`src/rtl/simd_alu_pkg.sv`:
```
package simd_alu_pkg;

    typedef enum logic [2:0] {
        OP_ADD = 3'd0,
        OP_SUB = 3'd1,
        OP_AND = 3'd2,
        OP_OR  = 3'd3,
        OP_XOR = 3'd4,
        OP_NOR = 3'd5,
        OP_CEQ = 3'd6,
        OP_CGT = 3'd7
    } simd_op_e;

    typedef enum logic [1:0] {
        LS_BYTE = 2'd0,
        LS_HALF = 2'd1,
        LS_WORD = 2'd2,
        LS_RSVD = 2'd3
    } lane_sz_e;

    function automatic logic op_is_bitwise(input simd_op_e op);
        return (op == OP_AND) || (op == OP_OR) || (op == OP_XOR) || (op == OP_NOR);
    endfunction

endpackage

```
`src/rtl/simd_lane_unit.sv`:
```
module simd_lane_unit
    import simd_alu_pkg::*;
#(
    parameter int LW = 8
) (
    input  simd_op_e        op,
    input  logic [LW-1:0]   a,
    input  logic [LW-1:0]   b,
    output logic [LW-1:0]   y
);
    logic [LW-1:0] sum_w;
    logic [LW-1:0] dif_w;
    logic          eq_w;
    logic          gt_w;

    always_comb begin
        sum_w = a + b;
        dif_w = a - b;
        eq_w  = (a == b);
        gt_w  = ($signed(a) > $signed(b));
        unique case (op)
            OP_ADD:  y = sum_w;
            OP_SUB:  y = dif_w;
            OP_CEQ:  y = {LW{eq_w}};
            OP_CGT:  y = {LW{gt_w}};
            default: y = '0;
        endcase
    end

endmodule

```
`src/rtl/simd_half.sv`:
```
module simd_half
    import simd_alu_pkg::*;
#(
    parameter int HALF_W  = 64,
    parameter int MIN_LW  = 8,
    parameter int N_SIZES = 3,
    parameter int SEL_W   = 2
) (
    input  simd_op_e            op,
    input  logic [SEL_W-1:0]    sel,
    input  logic [HALF_W-1:0]   a,
    input  logic [HALF_W-1:0]   b,
    output logic [HALF_W-1:0]   y
);
    logic [N_SIZES-1:0][HALF_W-1:0] lane_res;
    logic [HALF_W-1:0]              bit_res;

    for (genvar k = 0; k < N_SIZES; k++) begin : g_size
        localparam int LW = MIN_LW << k;
        localparam int NL = HALF_W / LW;
        for (genvar j = 0; j < NL; j++) begin : g_lane
            simd_lane_unit #(.LW(LW)) u_lane (
                .op (op),
                .a  (a[j*LW +: LW]),
                .b  (b[j*LW +: LW]),
                .y  (lane_res[k][j*LW +: LW])
            );
        end
    end

    always_comb begin
        unique case (op)
            OP_AND:  bit_res = a & b;
            OP_OR:   bit_res = a | b;
            OP_XOR:  bit_res = a ^ b;
            OP_NOR:  bit_res = ~(a | b);
            default: bit_res = '0;
        endcase
    end

    always_comb begin
        y = '0;
        if (op_is_bitwise(op)) begin
            y = bit_res;
        end else begin
            for (int k = 0; k < N_SIZES; k++) begin
                if (int'(sel) == k) y = lane_res[k];
            end
        end
    end

endmodule

```
`src/rtl/simd_lane_alu.sv`:
```
module simd_lane_alu
    import simd_alu_pkg::*;
#(
    parameter int DATA_W  = 128,
    parameter int HALF_W  = 64,
    parameter int MIN_LW  = 8,
    parameter int N_SIZES = 3,
    parameter int SEL_W   = 2,
    parameter int IDX_W   = 5
) (
    input  logic                clk,
    input  logic                rst_n,
    input  logic                in_valid,
    input  logic [2:0]          op_i,
    input  logic [SEL_W-1:0]    lane_sz_i,
    input  logic [IDX_W-1:0]    dst_idx_i,
    input  logic [DATA_W-1:0]   src_a_i,
    input  logic [DATA_W-1:0]   src_b_i,
    output logic                wr_en_o,
    output logic [DATA_W-1:0]   result_o
);
    localparam int N_HALVES = DATA_W / HALF_W;

    typedef struct packed {
        logic              we;
        logic [DATA_W-1:0] res;
    } alu_state_t;

    alu_state_t        st_d, st_q;
    logic [DATA_W-1:0] comp_w;
    logic              go_w;
    simd_op_e          op_w;

    assign op_w = simd_op_e'(op_i);

    for (genvar h = 0; h < N_HALVES; h++) begin : g_half
        simd_half #(
            .HALF_W  (HALF_W),
            .MIN_LW  (MIN_LW),
            .N_SIZES (N_SIZES),
            .SEL_W   (SEL_W)
        ) u_half (
            .op  (op_w),
            .sel (lane_sz_i),
            .a   (src_a_i[h*HALF_W +: HALF_W]),
            .b   (src_b_i[h*HALF_W +: HALF_W]),
            .y   (comp_w[h*HALF_W +: HALF_W])
        );
    end

    always_comb begin
        go_w   = in_valid && (dst_idx_i != '0) && (int'(lane_sz_i) < N_SIZES);
        st_d   = st_q;
        st_d.we = go_w;
        if (go_w) st_d.res = comp_w;
    end

    always_ff @(posedge clk or negedge rst_n) begin
        if (!rst_n) st_q <= '0;
        else        st_q <= st_d;
    end

    assign wr_en_o  = st_q.we;
    assign result_o = st_q.res;

endmodule

```
`config.mk`:
```
export PLATFORM = sky130hd
export DESIGN_NAME = simd_lane_alu
export DESIGN_NICKNAME = d
export VERILOG_FILES = /design/src/rtl/simd_alu_pkg.sv /design/src/rtl/simd_lane_unit.sv /design/src/rtl/simd_half.sv /design/src/rtl/simd_lane_alu.sv
export SDC_FILE = /design/constraint.sdc
export NUM_CORES = 2
export LEC_CHECK = 0
export ABC_AREA = 1
export BUFFER_PORTS_ARGS = -buffer_cell sky130_fd_sc_hd__buf_2
export CAP_MARGIN = 20
export CORE_ASPECT_RATIO = 0.9
export CORE_MARGIN = 2
export CORE_UTILIZATION = 33
export CTS_CLUSTER_SIZE = 12
export DETAILED_ROUTE_END_ITERATION = 12
export PLACE_DENSITY = 0.58
export SLEW_MARGIN = 20
export SYNTH_ARGS = -nofsm -noshare
export SYNTH_HDL_FRONTEND = slang
export SYNTH_SLANG_ARGS = --single-unit
```
`constraint.sdc`:
```
create_clock -name clk -period 0.8 [get_ports clk]
set_input_delay 0.08 -clock clk [delete_from_list [all_inputs] [get_ports clk]]
set_output_delay 0.08 -clock clk [all_outputs]
set_load 0.01 [all_outputs]
```
==> results.yml <==
status:
  failed_checks: "negative setup slack"
  status: "complete, but fails checks"
timing:
  hold_viol_final: 0
  max_freq_mhz: 554
  finalCritPeriodShare_pct: 226
  drv_slew: 0
  fin_ws_ns: -1.00
  setup_viol: 257
  fin_crit_ns: 1.80
  whs_ns: 0.0746
  finClkSkew_ns: 0
  maxSlewHeadroom_pct: 55.2
  worst_slew_pin_slew_ns: 0.664
  rsz0062_at_grt: "yes"
  finalSetupTns_ns: -168.23
drt:
  drtIter0Drc: 6369
  wl_per_cell_um: 22.0
  via_per_inst: 5.32
  route.detailed.drc: 0
  first_pass_iters: 7
  antenna_left: 0
  num_vias: 63600
  routed_wl_um: 263000
synth:
  synth_nets: 8683
  syn_area_per_cell_sq_um: 5.16
  ys_ff_latch: 129
  synthFlopType: "dfrtp_1"
  synth_cells: 7975
  synth_area_sq_um: 41200
  yosysSeqAreaShare_pct: 7.84
  async_flop_share_pct: 100
  yosysWarningCount: 0
  synth_edf_count: 0
  synth_cell_types: 57
clocking:
  numCtsBuffers: 17
  root_buffer: "clkbuf_16"
  clkSinkCount: 129
  clkLatencyLatePin_ns: 0.56
  clockBufferDepth: 2
  h-tree-depth: 4
  cts.clk_slew.worst_paths_ns: 0.08
  cts_tree: "built"
grt:
  grt_pass1_wl_um: 373000
  antenna_found_initial: 18
  grtUsageTotal_pct: 38.8
  grt_max_degree: 54
  overflow: 0
  grt_pass1_vias: 58000
placement:
  placedInstanceArea_sq_um: 61900
  gp_congestion: 1.07
  port_buffers: 397
  hpwl_um: 212000
  place_ws_ns: -1.95
  placedCellCount: 11600
finish:
  final_cell_mix: "nand2_1, buf_4, inv_1, nand3_1, nand2_2"
  layout.nets: 11000
  drive_above_1_share_pct: 45.9
  syn_to_final_growth_pct: 79.7
  layout.cells.most_common: "nand2_1"
  final_cell_area_sq_um: 74000
  fin_util_pct: 60.0
  nFillCells: 12100
  final_cells: 12000
  ff_latch_area_sq_um: 3250
  multi_input_area_sq_um: 40800
floorplanning:
  initial_core_util_pct: 33.4
  chipHeight_um: 339
  io_pins: 398
  rows: 122
  core_region_area_sq_um: 123000
  die_area_sq_um: 128000
  fp.dieW_um: 376
critical_path:
  critPathCaptureType: "register"
  cp-start-kind: "input pin"
  crit_required_ns: 1.29
  crit_type: "in2reg"
  arrival_ns: 2.30
  crit_path_max_fanout: 6
hold_path:
  hold_class: "in2async"
flow_run:
  cap_viol_max_count: 0
power:
  finalPower_mw: 74.1
  irDropWorstVdd_mv: 1.47
  power.leakage_nw: 39.5
  p_per_area_nw_per_um2: 1000
[synthesized netlist by cell type, types with 32 or more instances]
cell type,number,area (sq um)
ha_1,407,5090
fa_1,32,641
dfrtp_1,129,3230
o22ai_1,63,394
a221oi_1,91,797
inv_1,1218,4570
nand4_1,83,519
nor3_1,44,220
clkbuf_1,177,664
buf_2,108,541
nand2_1,2880,10800
a2111oi_0,37,324
a21oi_1,415,2080
nor2_1,684,2570
nand3_1,826,4130
o21ai_0,470,2350
[layout make-up]
class | instances | area share [%]
tap | 1612 | 2.73
inverter | 1251 | 6.86
timing repair buffer | 2646 | 30.1
clock buffer | 19 | 0.585
multi-input combinational | 6278 | 55.1
sequential | 129 | 4.39
clock inverter | 13 | 0.250
antenna | 9 | 0.0304
[report_power, final]
group | internal [mW] | switching (mW) | total (mW)
registers | 7.66 | 1.19 | 8.85
logic | 24.2 | 31.5 | 55.7
clock network | 5.21 | 4.34 | 9.55
total | 37.1 | 37.1 | 74.1
[worst max-delay path: stages]
cell	delay (ns)
buf_8	0.08
inv_6	0.03
ha_4	0.16
fa_2	0.44
nor2_4	0.13
nand2_1	0.07
nand3_2	0.08
nand2_2	0.08
nand2_4	0.10
nand2_4	0.08
nand2_4	0.09
nand2_4	0.05
nand3_4	0.07
buf_6	0.12
nand2_8	0.08
buf_8	0.16
nand3_2	0.05
nand2_1	0.05
nand4_1	0.11
nand2_1	0.08
nand2_1	0.07
[routing by layer]
layer | vias up | routed length, um | track usage [%]
li1 | 30200 | - | -
met1 | 29800 | 116000 | 55.0
met2 | 3092 | 110000 | 57.7
met3 | 494 | 27100 | 9.04
met4 | 18 | 9750 | 11.6
met5 | - | 115 | 0
[registers in the layout (all words and copies together), names as in the netlist]
name and flops:
result_o 128, wr_en_o 1
[cells by family (layout without fill, tap and decap cells)]
kind of cell | after synthesis | after routing | synth area share [%]
adder cells (fa/ha/maj) | 439 | 439 | 13.9
AO/OA/AOI/OAI | 1201 | 1201 | 16.8
buffers and inverters | 1572 | 3929 | 14.9
flip-flops | 129 | 129 | 7.84
other | 0 | 9 | 0
AND/OR/NAND/NOR | 4624 | 4628 | 46.3
XOR/XNOR | 10 | 10 | 0.213
[worst paths after layout]
| path | slack (ns) | start | cells past startpoint | endpoint |
|---|---|---|---|---|
| max reg2reg | -0.01 | result_o[2] | 3 | result_o[2] |
| min reg2reg | 0.47 | result_o[55] | 2 | result_o[55] |
| min in group clk | 0.08 | src_a_i[47] | 7 | result_o[47] |
| min | 0.07 | rst_n | 3 | result_o[126] |
| max | -1.00 | src_a_i[96] | 21 | result_o[105] |
| max in group asynchronous | 0.38 | rst_n | 3 | result_o[45] |
[repair_timing]
item / CTS / global route
cloned: 8 / 4
pin swaps: 300 / 566
hold buffers: 1 / 0
setup buffers: 112 / 203
setup endpoints to repair: 257 / 257
resized for setup: 1122 / 1538
hold endpoints to repair: 129 / 0
(Power assumes the default switching activity.)
